===== src/rtl/burst_order_pkg.sv =====
// Package: shared types for the burst order sequencer.
// Assumes: nothing beyond standard SystemVerilog.
package burst_order_pkg;

    // Sequencer control state
    typedef enum logic {
        SEQ_IDLE = 1'b0,
        SEQ_RUN  = 1'b1
    } seq_state_e;

    // Burst order selected per burst
    typedef enum logic {
        ORDER_LINEAR = 1'b0,
        ORDER_XOR    = 1'b1
    } order_mode_e;

endpackage


===== src/rtl/burst_seq_ctrl.sv =====
// Module: burst_seq_ctrl
// Does: idle/run state machine and beat counter for one line refill.
//       Accepts a start only while idle and steps the beat index on each
//       output handshake. Returns to idle after the final beat.
// Assumes: LINE_WORDS is a power of two, at least 2.
module burst_seq_ctrl
    import burst_order_pkg::*;
#(
    parameter int LINE_WORDS = 4,
    parameter int OFF_W      = $clog2(LINE_WORDS)
) (
    input  logic             clk,
    input  logic             rst_n,
    input  logic             start_valid,
    output logic             start_ready,
    output logic             start_take,
    output logic             beat_valid,
    input  logic             beat_ready,
    output logic [OFF_W-1:0] beat_idx,
    output logic             beat_last,
    output logic             beat_first
);

    localparam logic [OFF_W-1:0] LAST_IDX = OFF_W'(LINE_WORDS - 1);

    seq_state_e       state_q;
    logic [OFF_W-1:0] idx_q;
    logic             beat_fire;

    // Decode handshakes and beat flags from the current state
    always_comb begin
        start_ready = (state_q == SEQ_IDLE);
        start_take  = start_ready && start_valid;
        beat_valid  = (state_q == SEQ_RUN);
        beat_fire   = beat_valid && beat_ready;
        beat_last   = beat_valid && (idx_q == LAST_IDX);
        beat_first  = beat_valid && (idx_q == '0);
        beat_idx    = idx_q;
    end

    // State and beat index update
    always_ff @(posedge clk) begin
        if (!rst_n) begin
            state_q <= SEQ_IDLE;
            idx_q   <= '0;
        end else begin
            case (state_q)
                SEQ_IDLE: begin
                    if (start_take) begin
                        state_q <= SEQ_RUN;
                        idx_q   <= '0;
                    end
                end
                SEQ_RUN: begin
                    if (beat_fire) begin
                        if (idx_q == LAST_IDX) begin
                            state_q <= SEQ_IDLE;
                            idx_q   <= '0;
                        end else begin
                            idx_q <= idx_q + 1'b1;
                        end
                    end
                end
                default: state_q <= SEQ_IDLE;
            endcase
        end
    end

    // A stalled beat keeps its index
    assert_stall_hold_R5: assert property (@(posedge clk) disable iff (!rst_n)
        (beat_valid && !beat_ready) |=> (beat_valid && idx_q == $past(idx_q)));

    // A non-final accepted beat is followed by another beat
    assert_not_last_continues_R6: assert property (@(posedge clk) disable iff (!rst_n)
        (beat_valid && beat_ready && !beat_last) |=> beat_valid);

endmodule


===== src/rtl/burst_req_latch.sv =====
// Module: burst_req_latch
// Does: captures the missed offset and order mode when a start is taken,
//       and holds them for the rest of the burst.
// Assumes: take is asserted only while the sequencer is idle.
module burst_req_latch
    import burst_order_pkg::*;
#(
    parameter int OFF_W = 2
) (
    input  logic             clk,
    input  logic             rst_n,
    input  logic             take,
    input  logic [OFF_W-1:0] in_offset,
    input  logic             in_mode,
    output logic [OFF_W-1:0] cap_offset,
    output order_mode_e      cap_mode
);

    // Capture the request on acceptance only
    always_ff @(posedge clk) begin
        if (!rst_n) begin
            cap_offset <= '0;
            cap_mode   <= ORDER_LINEAR;
        end else if (take) begin
            cap_offset <= in_offset;
            cap_mode   <= order_mode_e'(in_mode);
        end
    end

endmodule


===== src/rtl/burst_offset_gen.sv =====
// Module: burst_offset_gen
// Does: maps the captured start offset and the beat index to a word offset.
//       Linear wrap adds modulo the line size. Interleave uses XOR.
// Assumes: the line size is 2**OFF_W, so the add wraps naturally.
module burst_offset_gen
    import burst_order_pkg::*;
#(
    parameter int OFF_W = 2
) (
    input  logic [OFF_W-1:0] start_off,
    input  order_mode_e      mode,
    input  logic [OFF_W-1:0] idx,
    output logic [OFF_W-1:0] offset
);

    logic [OFF_W-1:0] lin_off;
    logic [OFF_W-1:0] xor_off;

    // Per-bit XOR term for interleaved order
    for (genvar b = 0; b < OFF_W; b++) begin : g_xor_bit
        assign xor_off[b] = start_off[b] ^ idx[b];
    end

    // Linear order: modular add, then select the order for this burst
    always_comb begin
        lin_off = start_off + idx;
        offset  = (mode == ORDER_XOR) ? xor_off : lin_off;
    end

endmodule


===== src/rtl/burst_order_seq.sv =====
// Module: burst_order_seq (top)
// Does: emits the critical-word-first offsets of one line refill, in either
//       linear-wrap or interleaved order, one per accepted beat.
// Assumes: a four-word line by default. The consumer may stall at any beat.
module burst_order_seq
    import burst_order_pkg::*;
#(
    parameter int LINE_WORDS = 4,
    parameter int OFF_W      = $clog2(LINE_WORDS)
) (
    input  logic             clk,
    input  logic             rst_n,
    input  logic             start_valid,
    output logic             start_ready,
    input  logic [OFF_W-1:0] start_offset,
    input  logic             start_mode,
    output logic             beat_valid,
    input  logic             beat_ready,
    output logic [OFF_W-1:0] beat_offset,
    output logic             beat_last,
    output logic             beat_critical
);

    logic             take;
    logic [OFF_W-1:0] idx;
    logic [OFF_W-1:0] cap_offset;
    order_mode_e      cap_mode;

    burst_seq_ctrl #(.LINE_WORDS(LINE_WORDS), .OFF_W(OFF_W)) u_ctrl (
        .clk         (clk),
        .rst_n       (rst_n),
        .start_valid (start_valid),
        .start_ready (start_ready),
        .start_take  (take),
        .beat_valid  (beat_valid),
        .beat_ready  (beat_ready),
        .beat_idx    (idx),
        .beat_last   (beat_last),
        .beat_first  (beat_critical)
    );

    burst_req_latch #(.OFF_W(OFF_W)) u_latch (
        .clk        (clk),
        .rst_n      (rst_n),
        .take       (take),
        .in_offset  (start_offset),
        .in_mode    (start_mode),
        .cap_offset (cap_offset),
        .cap_mode   (cap_mode)
    );

    burst_offset_gen #(.OFF_W(OFF_W)) u_gen (
        .start_off (cap_offset),
        .mode      (cap_mode),
        .idx       (idx),
        .offset    (beat_offset)
    );

    // The first beat after an accepted start carries the missed word
    assert_first_is_missed_R2: assert property (@(posedge clk) disable iff (!rst_n)
        (start_valid && start_ready) |=> (beat_valid && beat_critical &&
                                          beat_offset == $past(start_offset)));

    // A stalled beat keeps its offset
    assert_offset_hold_R5: assert property (@(posedge clk) disable iff (!rst_n)
        (beat_valid && !beat_ready) |=> $stable(beat_offset));

    // Captured request stays fixed across the burst
    assert_capture_fixed_R8: assert property (@(posedge clk) disable iff (!rst_n)
        (beat_valid && $past(beat_valid)) |-> ($stable(cap_offset) && $stable(cap_mode)));

    // Accepting the last beat returns the block to idle
    assert_last_to_idle_R9: assert property (@(posedge clk) disable iff (!rst_n)
        (beat_valid && beat_ready && beat_last) |=> (!beat_valid && start_ready));

endmodule


===== config.mk =====
export PLATFORM = sky130hd
export DESIGN_NAME = burst_order_seq
export DESIGN_NICKNAME = d
export VERILOG_FILES = /design/src/rtl/burst_order_pkg.sv /design/src/rtl/burst_seq_ctrl.sv /design/src/rtl/burst_req_latch.sv /design/src/rtl/burst_offset_gen.sv /design/src/rtl/burst_order_seq.sv
export SDC_FILE = /design/constraint.sdc
export NUM_CORES = 1
export LEC_CHECK = 0
export ABC_AREA = 1
export ABC_CLOCK_PERIOD_IN_PS = 1200
export BUFFER_PORTS_ARGS = -buffer_cell sky130_fd_sc_hd__buf_2
export CAP_MARGIN = 20
export CORE_AREA = 3 3 40 42
export CTS_CLUSTER_DIAMETER = 150
export DETAILED_ROUTE_END_ITERATION = 8
export DIE_AREA = 0 0 43 45
export GPL_TIMING_DRIVEN = 0
export PLACE_DENSITY = 0.46
export SLEW_MARGIN = 20
export SYNTH_ARGS = -nofsm -noshare
export SYNTH_HDL_FRONTEND = slang
export SYNTH_SLANG_ARGS = --single-unit

===== constraint.sdc =====
create_clock -name clk -period 1.2 [get_ports clk]
set_input_delay 0.24 -clock clk [delete_from_list [all_inputs] [get_ports clk]]
set_output_delay 0.24 -clock clk [all_outputs]
set_load 0.02 [all_outputs]

; After elaboration in Yosys (flattened, before gate mapping)
; Index checks and enable logic that the tools add are counted.
[totals]
reg_bits = 6
latch_bits = 0
ramBits = 0
romBits = 0
output_inout_bits = 6
memories = 0
[classes]
add_sub_neg = 2
multipliers = 0
div_mod_pow = 0
magnitude_cmp = 0
eq_ne = 3
shifts = 0
n_mux = 9
bitwise_logic = 3
n_reduce_logical = 6
[ops]
columns = op, count
row1 = $mux 2, 4
row2 = $logic_and 1x1->1, 4
row3 = $pmux 2 s2, 1
row4 = $mux 1, 3
row5 = $add 2x1->2 const B, 1
row6 = $add 2x2->2, 1
row7 = $eq 2x2->1 const B, 1
row8 = $logic_not 2->1, 1
row9 = $ne 2x1->1 const B, 1
row10 = $ne 2x2->1 const B, 1
row11 = $pmux 1 s2, 1
row12 = $reduce_and 2->1, 1
row13 = $xor 1x1->1, 2
row14 = $not 1->1, 1

; Longest topological paths before layout
; Gate-level depths: netlist (run 1).
[depth]
depth_word = 4
depth_mapped = 7

; Modules after synthesis
; Synthesis (run 1) repeated with hierarchy kept, for this count alone.
[unflattened]
hier_cells = 61
area_unflattened_um2 = 385.4
[by_module_without_submodules]
columns = module, instances, cells_per_inst, area_each_um2, seq_area_each_um2
row1 = burst_seq_ctrl, 1, 28, 201.4, 60.1
row2 = burst_req_latch, 1, 18, 116.4, 60.1
row3 = burst_offset_gen, 1, 15, 67.6, 0.0

; Worst setup path after synthesis (run 1)
; OpenSTA, ideal clock, no wires.
[synth_path]
kind = reg-to-output
from = register u_ctrl.idx_q[0] (netlist: u_ctrl.beat_idx[0])
to = output port beat_offset[1]
arrival_time_ps = 888
slack_ps = 72
path_stages_with_launch = 8
n_path_buf = 0
path_cell_list = dfxtp_1 > ha_1 > inv_1 > nor2_1 > inv_1 > nand2_1 > nand2_1 > inv_1
[synth_via]
elab_chain_len = 2
[synth_lines]
columns = item, line_no
row1 = from (decl), burst_seq_ctrl.sv:27  ; logic [OFF_W-1:0] idx_q;
row2 = from (signal assigned), burst_seq_ctrl.sv:60  ; idx_q <= idx_q + 1'b1;
row3 = $add 2x2->2, burst_offset_gen.sv:26  ; lin_off = start_off + idx;
row4 = $mux 2, burst_offset_gen.sv:27  ; offset = (mode == ORDER_XOR) ? xor_off : lin_off;
row5 = to (decl), burst_order_seq.sv:19  ; output logic [OFF_W-1:0] beat_offset,
; Every way passes these cells.

; Final worst setup path (run 1)
; Same ends and word-level chain as after synthesis.

==> run metrics, run 1 <==
Pwr Total 0.5384 mW; status finished with violations; FF-to-FF End u_ctrl.beat_idx[0]; initial antenna violation count 0; fin crit share 116.1%; vias in the first global route 301; ANT cells 0; Finish-stage setup viols 3; die area 1935 um2; Yosys warning count 0; leading cell types by count after synthesis 10 x nand2_1, 9 x inv_1, 7 x nor2_1; Die Y 45 um; Post-Synthesis Cells 51; residual DRC count 0; largest net degree at the start of global routing 7; failing checks negative setup slack; Critical-path top delay cell dfxtp_4; EDFF count, synth 0; deepest clock path buffer count 2; share of cells above drive strength 1 54.55%; global-route wire length before repair 1.228 mm; CP cell instances ha_4 -> inv_2 -> nor2_4 -> nand3_2 -> nand2_1 -> inv_1 -> buf_6; Pwr per Cell Area 1057 nW/um2; Avg Cell Area, Syn 6.967 um2; CP Data Required Time 0.96 ns; final-report hold violation count 0; FF+latch count, synth 6; placer congestion estimate 0.7003; Crit path arrival time 1.15 ns; worst setup path end beat_offset[1]; drt wl/cell 9.099 um; register area share after synthesis 33.80%; Post-Syn Nets 61; worst-path maximum fanout 4; crit start category flip-flop; clk sinks 6; Yosys cell types 15; FF-to-FF path depth 3; RR Startpoint u_ctrl.beat_idx[0]; Slew @ Worst Pin 0.1533 ns; Max-Cap Viols 0; area occupied by multi-input gates 216.5 um2; Cell Area, Synth 355.3 um2; H-tree Lvls 1; IO buf count 12; Area growth syn-to-layout 43.31%; Worst-path clk slew 0.04 ns; fin util 39.63%; Routed Antenna Nets 0; Post-synth top flop dfxtp_1; setup TNS -0.4112 ns; Routed WL 737 um; Worst R2R Setup Slack 0.13 ns; Crit. Startpoint u_ctrl.beat_idx[0]; clk_skew 0.0002899 ns; Setup CP Type reg2out; DR vias/cell 4.284; placed insts 78; area occupied by registers 130.1 um2; Setup WS post-layout -0.1934 ns; area leader, netlist dfxtp_1; clk_lat worst skew 0.24 ns; Initial DRC Count 2; Max-Slew Margin vs Limit 89.67%; Die Width 43 um; # fillers 145; Initial Util 27.65%; share of the synthesized area in the top cell type 33.80%; Tot GR Track Use 9.532%; core footprint 1285 um2; IO Count 13; DP HPWL 569.7 um; minimum clock period 1.393 ns; CTS tree yes; nets 78; RSZ-0062 raised after global routing yes; leakage power 0.2672 nW; count of pins over their slew limit 0; most numerous cell in the Yosys netlist nand2_1; Max Clk Rate 717.7 MHz; top cells by area, synth dfxtp_1 34%, ha_1 11%, nand2_1 11%; CTS buffer count 3; routed via count 347; drt first pass iters 3; Final Non-Filler Cells 81; peak supply drop 618.4 uV; Worst Setup End Kind output port; WHS 0.2517 ns; gr ovfl total 0; ys async rst share 0%; clk root buf clkbuf_4; max incr delay on CP 0.36 ns; Hold Crit Class in2reg; # rows 13
[registers in the layout (all words and copies together), names as in the netlist]
register,flops
u_ctrl.beat_valid,1
u_ctrl.beat_idx,2
u_latch.cap_mode,1
u_latch.cap_offset,2
[timing repair]
action                     4_1_cts  5_1_grt
setup endpoints to repair        4        5
pin swaps                        3        1
hold buffers                     0        0
gates resized for setup         14        6
setup buffers                    0        0
[area by class of cell]
type                    instances  share of cell area [%]
flip-flops and latches          6                   25.55
inverters                      12                   9.091
clock buffers                   3                   4.423
multi-input cells              33                   42.51
well taps                      15                   3.686
repair buffers                 12                   14.74
[kinds of logic (layout without fill, tap and decap cells)]
group	after synthesis	in the layout	synth area share (%)
adder cells (fa/ha/maj)	3	3	10.56
AO/OA/AOI/OAI	7	7	11.97
flip-flops	6	6	33.80
buffers and inverters	12	27	13.03
AND/OR/NAND/NOR	23	23	30.64
[per-stage QoR]
step	area, um2	worst slack (ns)
after global placement	434.2	-0.05131
after CTS	495.5	-0.2184
after detailed placement	434.2	-0.04773
final	509.2	-0.1934
after floorplan	355.3	0.07248
after global routing	509.2	-0.3048
[metal layers]
metal / vias up / GRT usage, % / routed length [um] / part of all wire [%]
met2: 6 / 13.77 / 392 / 53
met4: 0 / 7.229 / 17 / 2.3
met3: 2 / 7.171 / 43 / 5.8
li1: 183 / - / - / -
met1: 156 / 9.268 / 283 / 38
met5: - / 0 / 0 / 0
[critical path, delay by kind of cell (launching register included)]
kind,cells,cell delay (ns)
buffers and inverters,3,0.21
DFF,1,0.36
adders and majority gates,1,0.12
and+or+nand+nor,3,0.22
[power by group]
group          internal [mW]  switching (mW)  total [mW]
logic                 0.0570          0.0709       0.128
clock network          0.113          0.0702       0.183
registers              0.213          0.0149       0.227
[layout by cell type, fill, tap and decap left out]
| master | netlist | final |
|---|---|---|
| nand2_4 | 1 | 1 |
| dfxtp_2 | 0 | 2 |
| nor2_4 | 0 | 1 |
| buf_2 | 0 | 9 |
| inv_2 | 2 | 5 |
| ha_2 | 0 | 1 |
| clkinv_2 | 1 | 1 |
| o21ai_0 | 4 | 4 |
| or2_2 | 1 | 1 |
| buf_4 | 0 | 1 |
| ha_1 | 3 | 1 |
| nand3_2 | 1 | 2 |
| inv_1 | 9 | 6 |
| ha_4 | 0 | 1 |
| buf_6 | 0 | 2 |
| clkbuf_4 | 0 | 3 |
| nand2_2 | 2 | 2 |
| dfxtp_1 | 6 | 2 |
| a21oi_1 | 1 | 1 |
| a21oi_2 | 2 | 2 |
| nor2_1 | 7 | 6 |
| dfxtp_4 | 0 | 2 |
| nand2_1 | 10 | 10 |
[worst min path at each step]
stage / from / endpoint / slack (ns) / cells after the start
2_1_floorplan: rst_n / u_ctrl.beat_idx[1] / 0.36 / 2
3_3_place_gp: u_latch.cap_mode / u_latch.cap_mode / 0.47 / 2
3_5_place_dp: u_latch.cap_offset[0] / u_latch.cap_offset[0] / 0.48 / 2
4_1_cts: start_offset[1] / u_latch.cap_offset[1] / 0.25 / 3
5_1_grt: rst_n / u_ctrl.beat_idx[1] / 0.25 / 3
6_report: start_offset[1] / u_latch.cap_offset[1] / 0.25 / 3
Note: power is estimated with default switching activity, not from simulation.
==> run 2, diff against run 1 <==
- CELL_PAD_IN_SITES_DETAIL_PLACEMENT: not set -> 0
- CELL_PAD_IN_SITES_GLOBAL_PLACEMENT: not set -> 1
- PLACE_DENSITY: 0.46 -> 0.63
==> run 2 against run 1 <==
The run still ends with negative setup slack left. Core utilization grew 3.4 points. Via count down 1.4%. Total power up 3.9%. Count of clock-buffer cells in the layout unchanged.
==> run metrics, run 2 (synthesis results as in run 1) <==
fin crit share 115.4%; commonest non-fill, non-tap cells in the layout 9 x nand2_1, 8 x buf_2, 6 x inv_1, 6 x nor2_1; DP HPWL 550.6 um; worst-path maximum fanout 3; IO buf count 12; failing checks negative setup slack; Worst-path clk slew 0.05 ns; CTS tree yes; HP Start start_offset[0]; Max Clk Rate 722.3 MHz; Slew @ Worst Pin 0.2135 ns; global-route wire length before repair 1.179 mm; Routed Antenna Nets 0; final-report hold violation count 0; Setup WS post-layout -0.1846 ns; gr ovfl total 0; Max-Cap Viols 0; worst setup path end beat_last; die area 1935 um2; CTS Hold Bufs 0; drt wl/cell 8.176 um; Area growth syn-to-layout 55.63%; vias in the first global route 316; crit start category flip-flop; initial antenna violation count 0; Worst R2R Setup Slack 0.07 ns; Initial Util 27.65%; residual DRC count 0; area occupied by multi-input gates 221.5 um2; Pwr Total 0.5595 mW; Pwr per Cell Area 1012 nW/um2; placer congestion estimate 0.7097; routed via count 342; Routed WL 695 um; # rows 13; share of cells above drive strength 1 57.14%; largest net degree at the start of global routing 7; area occupied by registers 126.4 um2; status finished with violations; DP Worst Slack -0.07187 ns; peak supply drop 538.1 uV; # fillers 140; count of pins over their slew limit 0; H-tree Lvls 1; Critical-path top delay cell dfxtp_4; Hold Crit Class in2reg; core footprint 1285 um2; Worst Setup End Kind output port; Finish-stage setup viols 3; commonest non-fill, non-tap cell in the layout nand2_1; deepest clock path buffer count 2; minimum clock period 1.385 ns; IO Count 13; ANT cells 0; FF-to-FF path depth 4; Initial DRC Count 2; CP Data Required Time 0.96 ns; Setup CP Type reg2out; Die Y 45 um; clk root buf clkbuf_4; Tot GR Track Use 8.000%; RSZ-0062 raised after global routing yes; Crit path arrival time 1.14 ns; CP cell instances buf_4 -> ha_2 -> nand2_1 -> inv_1 -> buf_4; leakage power 0.2863 nW; Max-Slew Margin vs Limit 85.74%; clk sinks 6; CTS buffer count 3; max incr delay on CP 0.35 ns; nets 82; Crit. Startpoint u_ctrl.beat_idx[0]; WHS 0.2486 ns; FF-to-FF End u_ctrl.beat_idx[0]; CP dominant cell by count buf_4; clk_skew 0.002146 ns; drt first pass iters 2; RR Startpoint u_ctrl.beat_idx[0]; clk_lat worst skew 0.24 ns; Die Width 43 um; DR vias/cell 4.024
-- run 2: how the worst min path moves through the flow --
stage,cells after the start,slack [ns],endpoint
final,3,0.25,u_latch.cap_offset[0]
after global routing,3,0.27,u_ctrl.beat_idx[1]
after CTS,3,0.25,u_latch.cap_offset[0]
after detailed placement,2,0.47,u_latch.cap_mode
after global placement,2,0.47,u_latch.cap_mode
after floorplan,2,0.36,u_ctrl.beat_idx[1]
-- run 2: where the power goes --
part           total (mW)  switching [mW]  internal [mW]
Sequential          0.228          0.0140          0.214
Combinational       0.148          0.0761         0.0721
Clock               0.184          0.0707          0.113
Total               0.559           0.161          0.399
-- run 2: area by class of cell --
type                       count  area share (%)
sequential                     6           22.85
tap                           15           3.394
inverter                      12           8.824
clock buffer                   3           4.072
multi-input combinational     33           40.05
timing repair buffer          16           20.81
-- run 2: repair_timing --
| item | in CTS | in global routing |
|---|---|---|
| resized for setup | 15 | 8 |
| setup endpoints to repair | 4 | 4 |
| buffers inserted | 3 | 1 |
| pin swaps | 5 | 3 |
-- run 2: routing by layer --
metal,global-route usage [%],part of all wire (%),up-vias
met4,3.614,0,0
met2,13.17,51,3
met3,2.390,2.7,0
li1,-,-,193
met5,0,0,-
met1,9.662,46,146
-- run 2: through the flow --
stage | setup TNS (ns) | cells | area [um2] | util (%)
CTS | -0.5752 | 84 | 518.0 | 40.31
floorplan | 0 | 51 | 355.3 | -
finish | -0.4776 | 85 | 553.0 | 43.04
detailed placement | -0.07187 | 78 | 434.2 | 33.79
global placement | -0.07369 | 78 | 434.2 | 33.79
global route | -0.6321 | 85 | 553.0 | 43.04
-- run 2: critical path, delay by kind of cell, from the launching register on --
family / cells / cell delay, ns
simple gates: 1 / 0.06
fa+ha+maj: 1 / 0.19
flops: 1 / 0.35
buf+inv: 3 / 0.30
==> run 3, diff against run 2 <==
- ABC_AREA: 1 -> not set
- ABC_CLOCK_PERIOD_IN_PS: 1200 -> 1210
- CORE_AREA: 3 3 40 42 -> 2 2 39 41
- DIE_AREA: 0 0 43 45 -> 0 0 41 43
- PLACE_DENSITY: 0.63 -> 0.6
- clock period: 1.2 -> 1.21 ns (I/O delays scaled with it)
==> run 3 against run 2 <==
The run still ends with negative setup slack left. Non-clock buffer count is 2 lower. Cell area is 4.3% lower. Global-route usage is 1.9 points higher. Synthesized cell count is 33% lower. Sequential power is 4% lower. Flip-flop and latch count stayed put. Critical path depth is 1 lower. Hold slack worse by 0.0060 ns. Die area is 8.9% lower. Clock skew hardly changed. Highest routed layer is now met4.
==> run metrics, run 3 <==
Worst Hold End u_ctrl.beat_valid; Setup WS post-layout -0.1713 ns; clk root buf clkbuf_4; Worst R2R Setup Slack 0.19 ns; Max-Slew Margin vs Limit 88.40%; drt first pass iters 1; Yosys warning count 0; Yosys cell types 16; largest net degree at the start of global routing 10; DR vias/cell 4.212; leading cell types by count after synthesis 6 x dfxtp_1, 4 x nor2b_1, 3 x ha_1, 3 x inv_1, 3 x mux2i_1; commonest non-fill, non-tap cell in the layout buf_2; Post-Syn Nets 44; Max Clk Rate 724.0 MHz; Routed Antenna Nets 0; residual DRC count 0; HP Start beat_ready; die area 1763 um2; Max-Cap Viols 0; Pwr per Cell Area 991.6 nW/um2; CTS Hold Bufs 0; largest family of logic cells by synthesized area simple AND/OR/NAND/NOR gates; IO Count 13; placed insts 62; failing checks negative setup slack; Post-Synthesis Cells 34; Routed WL 670 um; register area share after synthesis 35.04%; setup TNS -0.3900 ns; CTS tree yes; Tot GR Track Use 9.950%; share of the synthesized area in the top cell type 35.04%; CTS buffer count 3; FF-to-FF End u_ctrl.beat_idx[0]; RR Startpoint u_ctrl.beat_valid; nets 62; FF-to-FF path depth 3; vias in the first global route 260; core footprint 1384 um2; Final Non-Filler Cells 66; drt wl/cell 10.15 um; worst-path maximum fanout 4; final-report hold violation count 0; xor/xnor share of the synthesized area 5.109%; initial antenna violation count 0; Cell Area, Synth 342.8 um2; Hold Crit Class in2reg; # rows 14; CP Data Required Time 0.97 ns; Synth Area in Adders 10.95%; Die Width 41 um; clk_skew 0.001760 ns; leakage power 0.2261 nW; count of pins over their slew limit 0; Synth Area in Simple Gates 20.80%; IO buf count 12; clk_lat worst skew 0.24 ns; fin crit share 114.2%; Finish-stage setup viols 3; gr ovfl total 0; Initial DRC Count 0; EDFF count, synth 0; ANT cells 0; placer congestion estimate 0.7381; minimum clock period 1.381 ns; Worst-path clk slew 0.04 ns; global-route wire length before repair 1.124 mm; most numerous cell in the Yosys netlist dfxtp_1; deepest clock path buffer count 2; share of cells above drive strength 1 64.00%; Slew @ Worst Pin 0.1732 ns; Synth Area in Compound Gates 8.394%; Initial Util 24.77%; H-tree Lvls 1; Area growth syn-to-layout 54.38%; ys async rst share 0%; Crit path arrival time 1.14 ns; clk sinks 6; DP HPWL 487.4 um; area leader, netlist dfxtp_1; Hold Path Depth 2; routed via count 278; DP Worst Slack -0.06962 ns; peak supply drop 272.1 uV; FF+latch count, synth 6; crit start category flip-flop; Post-synth top flop dfxtp_1; RSZ-0062 raised after global routing yes; Worst Setup End Kind output port; status finished with violations; top cells by area, synth dfxtp_1 35%, ha_1 11%, mux2i_1 8.8%; post-synthesis mux area share 13.14%; Die Y 43 um; Avg Cell Area, Syn 10.08 um2; Setup CP Type reg2out
-- run 3: cell types whose count changed after synthesis, moves of 2 or more --
cell,change
nand2_1,-8
nor2_1,-7
inv_1,-6
nor2b_1,+4
mux2i_1,+3
o21ai_0,-3
a21oi_2,-2
and2_1,+2
inv_2,-2
nand2_2,-2
nand4_1,+2
xnor2_1,+2
-- run 3: worst max-delay path by stage --
stage                             startpoint             end  slack [ns]  cells after the start
after floorplan           u_ctrl.beat_idx[0]  beat_offset[1]        0.08                      3
after global placement    u_ctrl.beat_idx[0]  beat_offset[1]       -0.06                      4
after detailed placement  u_ctrl.beat_idx[0]  beat_offset[1]       -0.07                      4
after CTS                 u_ctrl.beat_idx[0]  beat_offset[1]       -0.18                      4
after global routing      u_ctrl.beat_idx[0]  beat_offset[1]       -0.22                      4
final                     u_ctrl.beat_idx[0]  beat_offset[1]       -0.17                      4
-- run 3: timing repair --
action,in CTS,in global routing
setup buffers,1,0
pin swaps,3,0
gates resized for setup,20,1
setup endpoints to repair,4,4
gates cloned,0,0
-- run 3: critical path, stage by stage, from the launching register on --
cell	delay (ns)
dfxtp_4	0.36
ha_4	0.15
nor2b_4	0.12
xnor2_2	0.12
buf_4	0.15
-- run 3: cell type report --
class	count	area [um2]
Fill cell	147	854.6
Tap cell	16	20.02
Clock buffer	3	22.52
Sequential cell	6	128.9
Multi-Input combinational cell	24	252.7
Buffer	1	11.26
Inverter	3	11.26
Timing Repair Buffer	13	82.58
-- run 3: power breakdown --
group	leakage [nW]	internal [mW]	total, mW	switching (mW)
clock	0.0138	0.112	0.181	0.0689
combinational	0.161	0.0674	0.126	0.0586
sequential	0.0512	0.207	0.218	0.0110
total	0.226	0.386	0.525	0.138
-- run 3: cell families after synthesis --
| family | after synthesis |
|---|---|
| AOI/OAI and AO/OA | 4 |
| xor gates and xnor gates | 2 |
| muxes | 4 |
| and+or+nand+nor | 11 |
| buffers and inverters | 4 |
| DFF | 6 |
| adders and majority gates | 3 |
-- run 3: per-layer routing --
metal	share of wire, %	GRT usage (%)	vias up
li1	-	-	147
met1	48	13.87	121
met2	45	11.88	8
met3	5.2	4.712	2
met4	1.2	6.000	0
met5	0	0	-
-- run 3: through the flow --
step | hold slack [ns] | power, mW | cell area, um2 | util, %
floorplan | 0.3493 | 0.2906 | 350.3 | -
CTS | 0.2362 | 0.5302 | 521.8 | 37.70
global placement | 0.4967 | 0.3232 | 430.4 | 31.10
finish | 0.2426 | 0.5248 | 529.3 | 38.25
detailed placement | 0.4927 | 0.3231 | 430.4 | 31.10
global route | 0.2647 | 0.5625 | 529.3 | 38.25
